--- src/rtl/dcs_pkg.sv ---
package dcs_pkg;
    typedef enum logic [1:0] {
        SQ_IDLE  = 2'd0,
        SQ_ISSUE = 2'd1,
        SQ_WAIT  = 2'd2,
        SQ_HOLD  = 2'd3
    } sq_state_e;

    typedef enum logic {
        MODE_IND = 1'b0,
        MODE_PAR = 1'b1
    } sync_mode_e;
endpackage

--- src/rtl/dcs_seq.sv ---
module dcs_seq
    import dcs_pkg::*;
#(
    parameter int CH_W  = 4,
    parameter int RES_W = 16,
    parameter int DEPTH = 16
) (
    input  logic                    clk,
    input  logic                    rst_n,
    input  logic                    start_i,
    input  logic [$clog2(DEPTH)-1:0] len_i,
    input  logic [DEPTH*CH_W-1:0]   chans_i,
    input  logic                    stall_i,
    input  logic                    go_i,
    output logic                    cv_start_o,
    output logic [CH_W-1:0]         cv_chan_o,
    input  logic                    cv_done_i,
    input  logic [RES_W-1:0]        cv_res_i,
    output logic                    idle_o,
    output logic                    hold_o,
    output logic                    busy_o,
    output logic                    conv_o,
    output logic                    last_o,
    output logic                    seq_end_o,
    output logic [RES_W-1:0]        res_o
);
    localparam int IDX_W = $clog2(DEPTH);

    typedef struct packed {
        sq_state_e          st;
        logic [IDX_W-1:0]   idx;
        logic [RES_W-1:0]   res;
    } seq_reg_t;

    seq_reg_t r_q, r_d;

    always_comb begin
        r_d        = r_q;
        cv_start_o = 1'b0;
        seq_end_o  = 1'b0;
        case (r_q.st)
            SQ_IDLE: begin
                if (start_i) begin
                    r_d.idx = '0;
                    r_d.st  = SQ_ISSUE;
                end
            end
            SQ_ISSUE: begin
                if (!stall_i) begin
                    cv_start_o = 1'b1;
                    r_d.st     = SQ_WAIT;
                end
            end
            SQ_WAIT: begin
                if (cv_done_i) begin
                    r_d.res = cv_res_i;
                    r_d.st  = SQ_HOLD;
                end
            end
            SQ_HOLD: begin
                if (go_i) begin
                    if (r_q.idx == len_i) begin
                        seq_end_o = 1'b1;
                        r_d.st    = SQ_IDLE;
                    end else begin
                        r_d.idx = r_q.idx + IDX_W'(1);
                        r_d.st  = SQ_ISSUE;
                    end
                end
            end
            default: r_d.st = SQ_IDLE;
        endcase
    end

    always_ff @(posedge clk or negedge rst_n) begin
        if (!rst_n) begin
            r_q <= '{st: SQ_IDLE, idx: '0, res: '0};
        end else begin
            r_q <= r_d;
        end
    end

    assign cv_chan_o = chans_i[r_q.idx*CH_W +: CH_W];
    assign idle_o    = (r_q.st == SQ_IDLE);
    assign hold_o    = (r_q.st == SQ_HOLD);
    assign busy_o    = (r_q.st == SQ_ISSUE) || (r_q.st == SQ_WAIT);
    assign conv_o    = cv_start_o || (r_q.st == SQ_WAIT);
    assign last_o    = (r_q.idx == len_i);
    assign res_o     = r_q.res;

    // a start is a single-cycle pulse per entry
    a_r3_start_pulse: assert property (@(posedge clk) disable iff (!rst_n)
        cv_start_o |=> !cv_start_o);

    // no new start while a conversion is awaiting its done
    a_r3_wait_no_start: assert property (@(posedge clk) disable iff (!rst_n)
        (r_q.st == SQ_WAIT && !cv_done_i) |=> !cv_start_o);

    // the result register changes only on a done in the wait state
    a_r13_res_hold: assert property (@(posedge clk) disable iff (!rst_n)
        !(r_q.st == SQ_WAIT && cv_done_i) |=> $stable(res_o));
endmodule

--- src/rtl/dcs_pack.sv ---
module dcs_pack #(
    parameter int RES_W = 16
) (
    input  logic               clk,
    input  logic               rst_n,
    input  logic               load_i,
    input  logic [RES_W-1:0]   m_res_i,
    input  logic [RES_W-1:0]   s_res_i,
    input  logic               ready_i,
    input  logic               clr_ovr_i,
    output logic               valid_o,
    output logic [2*RES_W-1:0] data_o,
    output logic               ovr_o
);
    typedef struct packed {
        logic               vld;
        logic [2*RES_W-1:0] dat;
        logic               ovr;
    } pk_reg_t;

    pk_reg_t p_q, p_d;

    always_comb begin
        p_d = p_q;
        if (p_q.vld && ready_i) begin
            p_d.vld = 1'b0;
        end
        if (clr_ovr_i) begin
            p_d.ovr = 1'b0;
        end
        if (load_i) begin
            p_d.vld = 1'b1;
            p_d.dat = {s_res_i, m_res_i};
            if (p_q.vld && !ready_i) begin
                p_d.ovr = 1'b1;
            end
        end
    end

    always_ff @(posedge clk or negedge rst_n) begin
        if (!rst_n) begin
            p_q <= '{vld: 1'b0, dat: '0, ovr: 1'b0};
        end else begin
            p_q <= p_d;
        end
    end

    assign valid_o = p_q.vld;
    assign data_o  = p_q.dat;
    assign ovr_o   = p_q.ovr;

    // an untaken word stays offered
    a_r6_valid_hold: assert property (@(posedge clk) disable iff (!rst_n)
        (valid_o && !ready_i) |=> valid_o);

    // an untaken word keeps its data unless replaced
    a_r6_data_hold: assert property (@(posedge clk) disable iff (!rst_n)
        (valid_o && !ready_i && !load_i) |=> $stable(data_o));

    // replacing an untaken word raises overrun
    a_r7_ovr_set: assert property (@(posedge clk) disable iff (!rst_n)
        (load_i && valid_o && !ready_i) |=> ovr_o);

    // overrun is sticky until cleared
    a_r7_ovr_sticky: assert property (@(posedge clk) disable iff (!rst_n)
        (ovr_o && !clr_ovr_i) |=> ovr_o);
endmodule

--- src/rtl/dual_conv_sync.sv ---
module dual_conv_sync
    import dcs_pkg::*;
#(
    parameter int CH_W   = 4,
    parameter int RES_W  = 16,
    parameter int DEPTH  = 16,
    parameter int TRIG_N = 8
) (
    input  logic                      clk,
    input  logic                      rst_n,
    input  logic                      mode_req_i,
    input  logic                      mode_wr_i,
    output logic                      mode_o,
    input  logic [$clog2(TRIG_N)-1:0] trig_sel_i,
    input  logic [TRIG_N-1:0]         ext_trig_i,
    input  logic                      m_sw_start_i,
    input  logic                      s_sw_start_i,
    input  logic [$clog2(DEPTH)-1:0]  m_len_i,
    input  logic [$clog2(DEPTH)-1:0]  s_len_i,
    input  logic [DEPTH*CH_W-1:0]     m_chans_i,
    input  logic [DEPTH*CH_W-1:0]     s_chans_i,
    output logic                      m_cv_start_o,
    output logic [CH_W-1:0]           m_cv_chan_o,
    input  logic                      m_cv_done_i,
    input  logic [RES_W-1:0]          m_cv_res_i,
    output logic                      s_cv_start_o,
    output logic [CH_W-1:0]           s_cv_chan_o,
    input  logic                      s_cv_done_i,
    input  logic [RES_W-1:0]          s_cv_res_i,
    output logic [RES_W-1:0]          m_rdata_o,
    output logic [RES_W-1:0]          s_rdata_o,
    output logic                      pk_valid_o,
    input  logic                      pk_ready_i,
    output logic [2*RES_W-1:0]        pk_data_o,
    output logic                      ovr_o,
    input  logic                      ovr_clr_i,
    input  logic                      ie_m_i,
    input  logic                      ie_s_i,
    output logic                      eoc_o,
    input  logic                      eoc_clr_i
);
    localparam int IDX_W = $clog2(DEPTH);

    typedef struct packed {
        sync_mode_e mode;
        logic       eoc;
    } top_reg_t;

    top_reg_t t_q, t_d;

    logic             par, trig, both_idle, pair_go;
    logic             m_start, s_start, m_go, s_go, s_stall;
    logic [IDX_W-1:0] s_len_eff;
    logic             m_idle, m_hold, m_busy, m_conv, m_last, m_end;
    logic             s_idle, s_hold, s_busy, s_conv, s_last, s_end;
    logic             eoc_set;

    assign par       = (t_q.mode == MODE_PAR);
    assign trig      = ext_trig_i[trig_sel_i];
    assign both_idle = m_idle && s_idle;
    assign pair_go   = m_hold && s_hold;

    always_comb begin
        if (par) begin
            m_start   = trig && both_idle;
            s_start   = trig && both_idle;
            s_len_eff = m_len_i;
            m_go      = pair_go;
            s_go      = pair_go;
            s_stall   = m_busy && (m_cv_chan_o == s_cv_chan_o);
            eoc_set   = pair_go && m_last && s_last && (ie_m_i || ie_s_i);
        end else begin
            m_start   = trig || m_sw_start_i;
            s_start   = s_sw_start_i;
            s_len_eff = s_len_i;
            m_go      = 1'b1;
            s_go      = 1'b1;
            s_stall   = 1'b0;
            eoc_set   = (m_end && ie_m_i) || (s_end && ie_s_i);
        end
    end

    always_comb begin
        t_d = t_q;
        if (mode_wr_i && both_idle) begin
            t_d.mode = sync_mode_e'(mode_req_i);
        end
        if (eoc_clr_i) begin
            t_d.eoc = 1'b0;
        end
        if (eoc_set) begin
            t_d.eoc = 1'b1;
        end
    end

    always_ff @(posedge clk or negedge rst_n) begin
        if (!rst_n) begin
            t_q <= '{mode: MODE_IND, eoc: 1'b0};
        end else begin
            t_q <= t_d;
        end
    end

    assign mode_o = t_q.mode;
    assign eoc_o  = t_q.eoc;

    dcs_seq #(.CH_W(CH_W), .RES_W(RES_W), .DEPTH(DEPTH)) u_mseq (
        .clk        (clk),
        .rst_n      (rst_n),
        .start_i    (m_start),
        .len_i      (m_len_i),
        .chans_i    (m_chans_i),
        .stall_i    (1'b0),
        .go_i       (m_go),
        .cv_start_o (m_cv_start_o),
        .cv_chan_o  (m_cv_chan_o),
        .cv_done_i  (m_cv_done_i),
        .cv_res_i   (m_cv_res_i),
        .idle_o     (m_idle),
        .hold_o     (m_hold),
        .busy_o     (m_busy),
        .conv_o     (m_conv),
        .last_o     (m_last),
        .seq_end_o  (m_end),
        .res_o      (m_rdata_o)
    );

    dcs_seq #(.CH_W(CH_W), .RES_W(RES_W), .DEPTH(DEPTH)) u_sseq (
        .clk        (clk),
        .rst_n      (rst_n),
        .start_i    (s_start),
        .len_i      (s_len_eff),
        .chans_i    (s_chans_i),
        .stall_i    (s_stall),
        .go_i       (s_go),
        .cv_start_o (s_cv_start_o),
        .cv_chan_o  (s_cv_chan_o),
        .cv_done_i  (s_cv_done_i),
        .cv_res_i   (s_cv_res_i),
        .idle_o     (s_idle),
        .hold_o     (s_hold),
        .busy_o     (s_busy),
        .conv_o     (s_conv),
        .last_o     (s_last),
        .seq_end_o  (s_end),
        .res_o      (s_rdata_o)
    );

    dcs_pack #(.RES_W(RES_W)) u_pack (
        .clk       (clk),
        .rst_n     (rst_n),
        .load_i    (par && pair_go),
        .m_res_i   (m_rdata_o),
        .s_res_i   (s_rdata_o),
        .ready_i   (pk_ready_i),
        .clr_ovr_i (ovr_clr_i),
        .valid_o   (pk_valid_o),
        .data_o    (pk_data_o),
        .ovr_o     (ovr_o)
    );

    // never two conversions of one channel at once in parallel mode
    a_r5_no_shared_chan: assert property (@(posedge clk) disable iff (!rst_n)
        (par && m_conv && s_conv) |-> (m_cv_chan_o != s_cv_chan_o));

    // a side that finished its slot waits for the other side
    a_r4_lockstep: assert property (@(posedge clk) disable iff (!rst_n)
        (par && m_hold && !s_hold) |=> m_hold);

    // the secondary may not run ahead of the primary either
    a_r4_lockstep_s: assert property (@(posedge clk) disable iff (!rst_n)
        (par && s_hold && !m_hold) |=> s_hold);

    // the mode is frozen while any sequencer is busy
    a_r11_mode_frozen: assert property (@(posedge clk) disable iff (!rst_n)
        !both_idle |=> (mode_o == $past(mode_o)));

    // the completion flag is sticky
    a_r10_eoc_sticky: assert property (@(posedge clk) disable iff (!rst_n)
        (eoc_o && !eoc_clr_i) |=> eoc_o);
endmodule

--- config.mk ---
export PLATFORM = sky130hd
export DESIGN_NAME = dual_conv_sync
export DESIGN_NICKNAME = d
export VERILOG_FILES = /design/src/rtl/dcs_pkg.sv /design/src/rtl/dcs_seq.sv /design/src/rtl/dcs_pack.sv /design/src/rtl/dual_conv_sync.sv
export SDC_FILE = /design/constraint.sdc
export NUM_CORES = 1
export LEC_CHECK = 0
export ABC_CLOCK_PERIOD_IN_PS = 3400
export CAP_MARGIN = 20
export CORE_MARGIN = 2
export CORE_UTILIZATION = 40
export CTS_BUF_LIST = sky130_fd_sc_hd__clkbuf_4 sky130_fd_sc_hd__clkbuf_8 sky130_fd_sc_hd__clkbuf_16
export CTS_CLUSTER_SIZE = 8
export DETAILED_ROUTE_END_ITERATION = 8
export PLACE_DENSITY = 0.93
export SYNTH_ARGS = -nofsm -noshare
export SYNTH_HDL_FRONTEND = slang
export SYNTH_SLANG_ARGS = --single-unit
--- constraint.sdc ---
create_clock -name clk -period 3.4 [get_ports clk]
set_input_delay 0.51 -clock clk [delete_from_list [all_inputs] [get_ports clk]]
set_output_delay 0.51 -clock clk [all_outputs]
set_load 0.1 [all_outputs]
==> After elaboration in Yosys (flattened, before gate mapping) <==
Cells that the tools add are included.
W data, S select, Z words.
{ "word_totals": {"elab_cells": 102, "ff_bits": 80, "output_inout_bits": 78} }
{ "classes": {"n_eq_ne": 18, "shifts": 2, "magnitude_cmp": 1, "reduce_logical": 30, "n_addsub": 2, "muxes": 38} }
{ "op_table": {"columns": ["op", "count"], "rows": [
  ["$shiftx A64 B7 Y4", 2],
  ["$mux W34", 1],
  ["$mux W6", 4],
  ["$mux W1", 22],
  ["$ne A2 B2 Y1 const B", 9],
  ["$pmux W2 S4", 2],
  ["$pmux W4 S2", 2],
  ["$logic_and A1 B1 Y1", 13],
  ["$eq A4 B4 Y1", 3],
  ["$mux W4", 3],
  ["$reduce_and A4 Y1", 3],
  ["$add A4 B1 Y4 const B", 2],
  ["$eq A2 B2 Y1 const B", 4],
  ["$reduce_bool A2 Y1", 4],
  ["$mux W2", 3],
  ["$eq A2 B1 Y1 const B", 2],
  ["$logic_not A2 Y1", 2],
  ["$logic_or A1 B1 Y1", 4],
  ["$lt A3 B4 Y1 const B", 1],
  ["$reduce_and A2 Y1", 2],
  ["$bmux W1 S3", 1],
  ["$reduce_and A3 Y1", 1],
  ["$logic_not A1 Y1", 1]
]} }

==> Longest topological paths before layout <==
Gate-level depths: netlist (run 1).
{ "logic_depth": {"depth_word": 9, "mapped_depth": 10, "ltp_nobuf": 7} }

==> By module <==
Synthesis (run 1) repeated with hierarchy kept, for this count alone.
{ "hier_totals": {"hier_cells": 412, "hier_area_um2": 5351.4} }
{ "modules_own_cells": {"columns": ["module", "area_per_inst_um2", "seq_area_each_um2", "n_inst", "cells_per_inst"], "rows": [
  ["dcs_seq at u_mseq", 1866.8, 550.5, 1, 157],
  ["dcs_seq at u_sseq", 1740.4, 550.5, 1, 146],
  ["dcs_pack", 1412.6, 850.8, 1, 74],
  ["dual_conv_sync", 331.6, 50.0, 1, 35]
]} }

==> Least setup slack after synthesis (run 1) <==
Ideal clock, no wire load.
{ "synth_path": {"kind": "reg2out", "from": "reg u_sseq.r_q[16] in the netlist's numbering", "to": "out s_cv_start_o", "arrival_time_ns": 3.418, "required_ns": 2.890, "slack_ns": -0.528, "path_buffers": 1, "path_stages_with_launch": 8, "cell_sequence": "dfrtp_1 -> buf_6 -> mux4_2 -> a22oi_2 -> nand3_1 -> xor2_1 -> or4b_4 -> o21a_1"} }
{ "synth_via": {"elab_chain_len": 6} }
{ "synth_lines": {"columns": ["item", "line", "rtl"], "rows": [
  ["start, declared", "dcs_seq.sv:35", "seq_reg_t r_q, r_d;"],
  ["start signal, assigned", "dcs_seq.sv:77", "r_q <= '{st: SQ_IDLE, idx: '0, res: '0};"],
  ["start signal, assigned", "dcs_seq.sv:79", "r_q <= r_d;"],
  ["$shiftx A64 B7 Y4", "dcs_seq.sv:83", "assign cv_chan_o = chans_i[r_q.idx*CH_W +: CH_W];"],
  ["net s_cv_chan_o[3]", "dual_conv_sync.sv:27", "output logic [CH_W-1:0] s_cv_chan_o,"],
  ["$eq A4 B4 Y1", "dual_conv_sync.sv:70", "s_stall = m_busy && (m_cv_chan_o == s_cv_chan_o);"],
  ["$logic_and A1 B1 Y1", "dual_conv_sync.sv:70", null],
  ["$mux W1", "dual_conv_sync.sv:64", "if (par) begin"],
  ["$mux W1", "dcs_seq.sv:49", "if (!stall_i) begin"],
  ["$mux W1", "dcs_seq.sv:41", "case (r_q.st)"],
  ["end, declared", "dual_conv_sync.sv:26", "output logic s_cv_start_o,"]
]} }
The timed path passes the listed nets, and every way through them passes these cells.

==> Final worst setup path (run 1) <==
{ "layout_path": {"from": "in m_chans_i[31]", "to": "out s_cv_start_o"} }
{ "layout_via": {"elab_chain_len": 6} }
{ "layout_lines": {"columns": ["item", "line", "rtl"], "rows": [
  ["start, declared", "dual_conv_sync.sv:20", "input logic [DEPTH*CH_W-1:0] m_chans_i,"],
  ["$shiftx A64 B7 Y4", "dcs_seq.sv:83", null],
  ["$eq A4 B4 Y1", "dual_conv_sync.sv:70", null],
  ["$logic_and A1 B1 Y1", "dual_conv_sync.sv:70", null],
  ["$mux W1", "dual_conv_sync.sv:64", null],
  ["$mux W1", "dcs_seq.sv:49", null],
  ["$mux W1", "dcs_seq.sv:41", null]
]} }
Every way passes these cells.

==> results.toml, run 1 <==
[grt]
grt_pass1_wl_um = 24100
grt_start_max_net_pins = 81
grt_pass1_vias = 4803
grt.total_usage = 0.234
overflow = 0
antenna_found_initial = 0

[yosys]
syn_nets = 606
netlist_area_um2 = 4990
yosys_warnings = 0
syn_area_per_cell_um2 = 12.3
synthXorXnorAreaFrac = 0.0228
synth_cell_type_count = 53
synth_simple_gate_area_share = 0.0783
synth_seq_area_share = 0.402
synth_top_family_by_area = "multiplexers"
synth_compound_area_frac = 0.0720
ys_async_sr_fraction = 1.00
synth_edf_count = 0
syn-instance-count = 404
synthMuxAreaShare = 0.317
synth_flop_cell = "dfrtp_1"
synth-seq-cells = 80
synthAdderAreaFrac = 0.0251

[timing]
setup_ws_ns = 0.0725
finalMaxSlewViolations = 0
setup_viol = 0
slew_headroom = 0.308
fmax_mhz = 301
clock_skew_ns = 0.00853
whs_ns = 0.0402
finalHoldViolations = 0
fin_crit_sh = 0.979
fin_crit_ns = 3.33
rsz0062_at_grt = "true"
worstMarginPinSlew_ns = 1.03

[worst_setup_path]
required_ns = 2.89
critPathCaptureType = "primary output"
start_kind = "input port"
cp.depth = 8
r2r_cells = 9
max_stage_delay_ns = 0.50
crit_path_max_fanout = 2
cp_slowest_cell = "or4b_4"
cpLargestDelayFamily = "simple AND/OR/NAND/NOR gates"
crit_arrival_ns = 2.82
worst-setup-path-type = "input port to primary output"
critPathBufInv = 2
worstPathCellList = "clkdlybuf4s50_1, mux4_2, a22oi_2, nand3_4, xor2_1, or4b_4, o21a_4, buf_12"

[run]
maxCapViolCount = 0

[layout]
final_cell_mix = "257 x clkdlybuf4s50_1, 78 x dfrtp_1, 69 x mux2_2"
drive_gt1_frac = 0.252
multi_input_area_um2 = 2650
synthToLayoutAreaGrowth_pct = 64.5
layout_commonest_cell = "clkdlybuf4s50_1"
layout.nets = 855
antenna_cells = 0
seq_area_um2 = 2000
nFillCells = 862

[clock_tree]
postCtsHoldBufs = 0
clkSinkCount = 80
insertion_delay_ns = 0.33
cts-root-buf = "clkbuf_16"
cts_buffers = 9
clockBufferDepth = 2
clkTransAtPathRegs_ns = 0.06
cts_tree = "yes"
htreeDepth = 3

[floorplan]
core_area_um2 = 12100
num_io_pins = 270
die-area_um2 = 13400
dieWidth_um = 116
start_util = 0.412
rows = 40
die_h_um = 116

[place]
gp_congestion = 0.839
post-dp-hpwl_um = 12600
pre_cts_ws_ns = 0.00623
numPortBuffers = 269

[status]
outcome = "complete, no violations"

[detailed_routing]
wl_per_cell_um = 19.3
antenna_left = 0
vias_per_cell = 5.23
drt_pre_antenna_iters = 4
vias = 4324
finalWirelength_um = 16000
first_iter_violations = 172
drc_errors = 0

[min_path]
hold_path.class = "input port to async pin"
## path summary, 6_finish.rpt
path | start | end | slack [ns]
max in group asynchronous | rst_n | u_sseq.res_o[9] | 2.79
setup reg to reg | u_sseq.r_q[16] | u_sseq.r_q[21] | 0.55
setup / recovery | m_chans_i[31] | s_cv_start_o | 0.07
hold / removal | rst_n | u_mseq.res_o[4] | 0.04
min in group clk | u_pack.data_o[30] | u_pack.data_o[30] | 0.50
hold reg to reg | u_pack.data_o[30] | u_pack.data_o[30] | 0.50
## what timing repair did
item / in CTS / in global routing
resized for setup: 3 / 9
endpoints found under the setup margin: 1 / 1
setup buffers: 1 / 6
pin swaps: 0 / 1
gates cloned: 1 / 0
## Yosys cell counts, types with 2 or more instances
| cell | count | area (um^2) |
|---|---|---|
| xnor2_1 | 11 | 96.3 |
| o211ai_1 | 3 | 22.5 |
| o21ai_0 | 4 | 20.0 |
| buf_12 | 2 | 40.0 |
| mux2_2 | 69 | 777 |
| a22oi_1 | 4 | 30.0 |
| nor2b_1 | 10 | 62.6 |
| o21a_1 | 2 | 15.0 |
| a211oi_1 | 2 | 15.0 |
| nor2_1 | 13 | 48.8 |
| buf_6 | 2 | 22.5 |
| dfrtp_1 | 80 | 2000 |
| nand4_1 | 2 | 12.5 |
| ha_1 | 10 | 125 |
| mux4_2 | 24 | 541 |
| buf_4 | 34 | 255 |
| a21oi_1 | 2 | 10.0 |
| xor2_1 | 2 | 17.5 |
| and2_1 | 2 | 12.5 |
| mux2i_1 | 20 | 200 |
| nor3_1 | 2 | 10.0 |
| a221oi_1 | 8 | 70.1 |
| o31ai_1 | 2 | 15.0 |
| inv_1 | 10 | 37.5 |
| a2bb2oi_1 | 2 | 17.5 |
| mux4_1 | 2 | 52.6 |
| o21bai_1 | 2 | 15.0 |
| nand3_1 | 12 | 60.1 |
| or2_2 | 3 | 18.8 |
| nand2b_1 | 2 | 12.5 |
| a22oi_2 | 2 | 25.0 |
| nand2_1 | 21 | 78.8 |
| buf_2 | 2 | 10.0 |
| a22o_1 | 5 | 43.8 |
| clkbuf_1 | 12 | 45.0 |
| o22ai_1 | 2 | 12.5 |
## per-stage QoR
stage / setup TNS, ns / cell area (um^2) / utilization / instances
after global placement: 0 / 7740 / 0.639 / 801
after CTS: 0 / 8070 / 0.666 / 819
after detailed placement: 0 / 7740 / 0.639 / 801
final: 0 / 8200 / 0.677 / 826
after global routing: -0.0268 / 8200 / 0.677 / 826
after floorplan: 0 / 5020 / - / 404
## cells by family (layout without fill, tap and decap cells)
group | Yosys count | count (layout)
flops | 80 | 80
compound gates | 46 | 46
mux | 116 | 116
fa+ha+maj | 10 | 10
simple gates | 76 | 76
buf+inv | 63 | 317
xor+xnor | 13 | 13
## metal layers
| layer | wire, um | share of wire | global-route usage |
|---|---|---|---|
| met4 | 444 | 0.028 | 0.0984 |
| met2 | 8370 | 0.52 | 0.432 |
| met5 | 0 | 0 | 0 |
| met1 | 5300 | 0.33 | 0.228 |
| met3 | 1850 | 0.12 | 0.0988 |
## sequential cells by signal (all words and copies together), names as in the netlist
register / count
eoc_o: 1
mode_o: 1
u_mseq.r_q: 6
u_mseq.res_o: 16
u_pack.data_o: 32
u_pack.ovr_o: 1
u_pack.valid_o: 1
u_sseq.r_q: 6
u_sseq.res_o: 16
## final cells by class
| cell class | count | area share |
|---|---|---|
| clock inverters | 6 | 0.00610 |
| repair buffers | 291 | 0.368 |
| clock buffers | 10 | 0.0291 |
| multi-input cells | 261 | 0.323 |
| flip-flops and latches | 80 | 0.244 |
| inverters | 10 | 0.00458 |
| well taps | 168 | 0.0256 |
Power of run 1 is not shown: default switching activity piles up to over one toggle a cycle in this logic, so the estimate is an artifact.
==> run 2, diff against run 1 <==
- PLACE_DENSITY: 0.93 -> 0.82
==> results.toml, run 2 (same netlist as run 1, synthesis figures left out) <==
[clock_tree]
clockBufferDepth = 2
cts-root-buf = "clkbuf_16"
htreeDepth = 3
cts_tree = "yes"
clkSinkCount = 80
insertion_delay_ns = 0.33
clkTransAtPathRegs_ns = 0.06
cts_buffers = 9

[layout]
nFillCells = 883
layout.nets = 854
antenna_cells = 0
layout_commonest_cell = "clkdlybuf4s50_1"
final_cell_mix = "257 x clkdlybuf4s50_1, 75 x dfrtp_1, 69 x mux2_2"
final_util = 0.678
synthToLayoutAreaGrowth_pct = 64.7
drive_gt1_frac = 0.253
largest_reg_flops = 32
finalInstanceArea_um2 = 8210

[run]
maxCapViolCount = 0

[timing]
slew_headroom = 0.321
finalMaxSlewViolations = 0
fin_crit_sh = 0.978
clock_skew_ns = 0.0104
worstMarginPinSlew_ns = 1.02
setup_viol = 0
finalHoldViolations = 0
fmax_mhz = 301
whs_ns = 0.504
fin_crit_ns = 3.33
setup_tns_ns = 0

[worst_setup_path]
crit_arrival_ns = 2.82
rr_endpoint = "u_sseq.r_q[21]"
critPathCaptureType = "primary output"
rrSetupSlack_ns = 0.58
crit_path_max_fanout = 10
rr_startpoint = "u_sseq.r_q[16]"
r2r_cells = 9
worst-setup-path-type = "flip-flop to primary output"
start_kind = "flip-flop"
crit_start = "u_sseq.r_q[16]"
required_ns = 2.89

[grt]
grt_start_max_net_pins = 81
overflow = 0
grt_pass1_wl_um = 22800
antenna_found_initial = 0
grt.total_usage = 0.219
grt_pass1_vias = 4625

[place]
numPortBuffers = 269
gp_congestion = 0.843
dpl_cell_area_um2 = 7750
post-dp-hpwl_um = 11900

[floorplan]
rows = 40
dieWidth_um = 116
num_io_pins = 270
start_util = 0.412
die_h_um = 116
die-area_um2 = 13400
core_area_um2 = 12100

[detailed_routing]
vias = 4162
antenna_left = 0
finalWirelength_um = 15100
vias_per_cell = 5.04
drc_errors = 0
drt_pre_antenna_iters = 4
first_iter_violations = 108
wl_per_cell_um = 18.4

[min_path]
whs_path_depth = 1
hp-start = "u_pack.data_o[12]"
hold_path_end = "u_pack.data_o[12]"
hold_path.class = "flip-flop to flip-flop"

[status]
outcome = "complete, no violations"
==> run 2: cell count changes in the layout (fill, tap and decap cells not counted), sizes merged <==
cell	change
bufinv	+1
buf	-2
inv	+1
clkinv	-2
dlygate4sd3	+1
==> run 2: cell type report <==
| type | count | area, um^2 | share of cell area |
|---|---|---|---|
| Sequential cell | 80 | 2010 | 0.245 |
| Multi-Input combinational cell | 261 | 2630 | 0.320 |
| Tap cell | 168 | 210 | 0.0256 |
| Clock buffer | 10 | 239 | 0.0291 |
| Timing Repair Buffer | 290 | 3010 | 0.367 |
| Inverter | 10 | 37.5 | 0.00457 |
| Clock inverter | 6 | 73.8 | 0.00899 |
==> run 2: critical path, cell delays in order (launching register included) <==
cell	delay [ns]
dfrtp_2	0.40
buf_12	0.15
mux4_2	0.51
a22oi_2	0.26
nand3_4	0.12
xor2_1	0.15
or4b_4	0.48
o21a_2	0.24
buf_12	0.16
==> run 2: per-stage QoR <==
stage	std cells	setup slack, ns
final	825	0.0745
after global routing	825	-0.00483
after CTS	819	0.0148
after detailed placement	802	-0.00996
after global placement	802	-0.0201
after floorplan	404	0.0992
==> run 2: worst max-delay path by stage <==
stage,slack (ns),cells past startpoint,end
floorplan,0.1,9,s_cv_start_o
global route,-0.005,8,s_cv_start_o
global placement,-0.02,8,s_cv_start_o
detailed placement,-0.01,8,s_cv_start_o
finish,0.07,8,s_cv_start_o
CTS,0.01,8,s_cv_start_o
==> run 2: repair_timing <==
action,in CTS,in global routing
setup endpoints to repair,1,1
endpoints found under the hold margin,0,8
gates cloned,1,0
pin swaps,0,1
setup buffers,0,4
gates resized for setup,4,8
hold buffers,0,1
==> run 2: routing by layer <==
| layer | track usage | vias up | routed length, um |
|---|---|---|---|
| met5 | 0 | - | 0 |
| met4 | 0.0603 | 0 | 233 |
| met3 | 0.0994 | 21 | 1860 |
| met2 | 0.406 | 188 | 7840 |
| met1 | 0.223 | 2000 | 5220 |
| li1 | - | 1953 | - |
Power of run 2 is left out for the same reason.
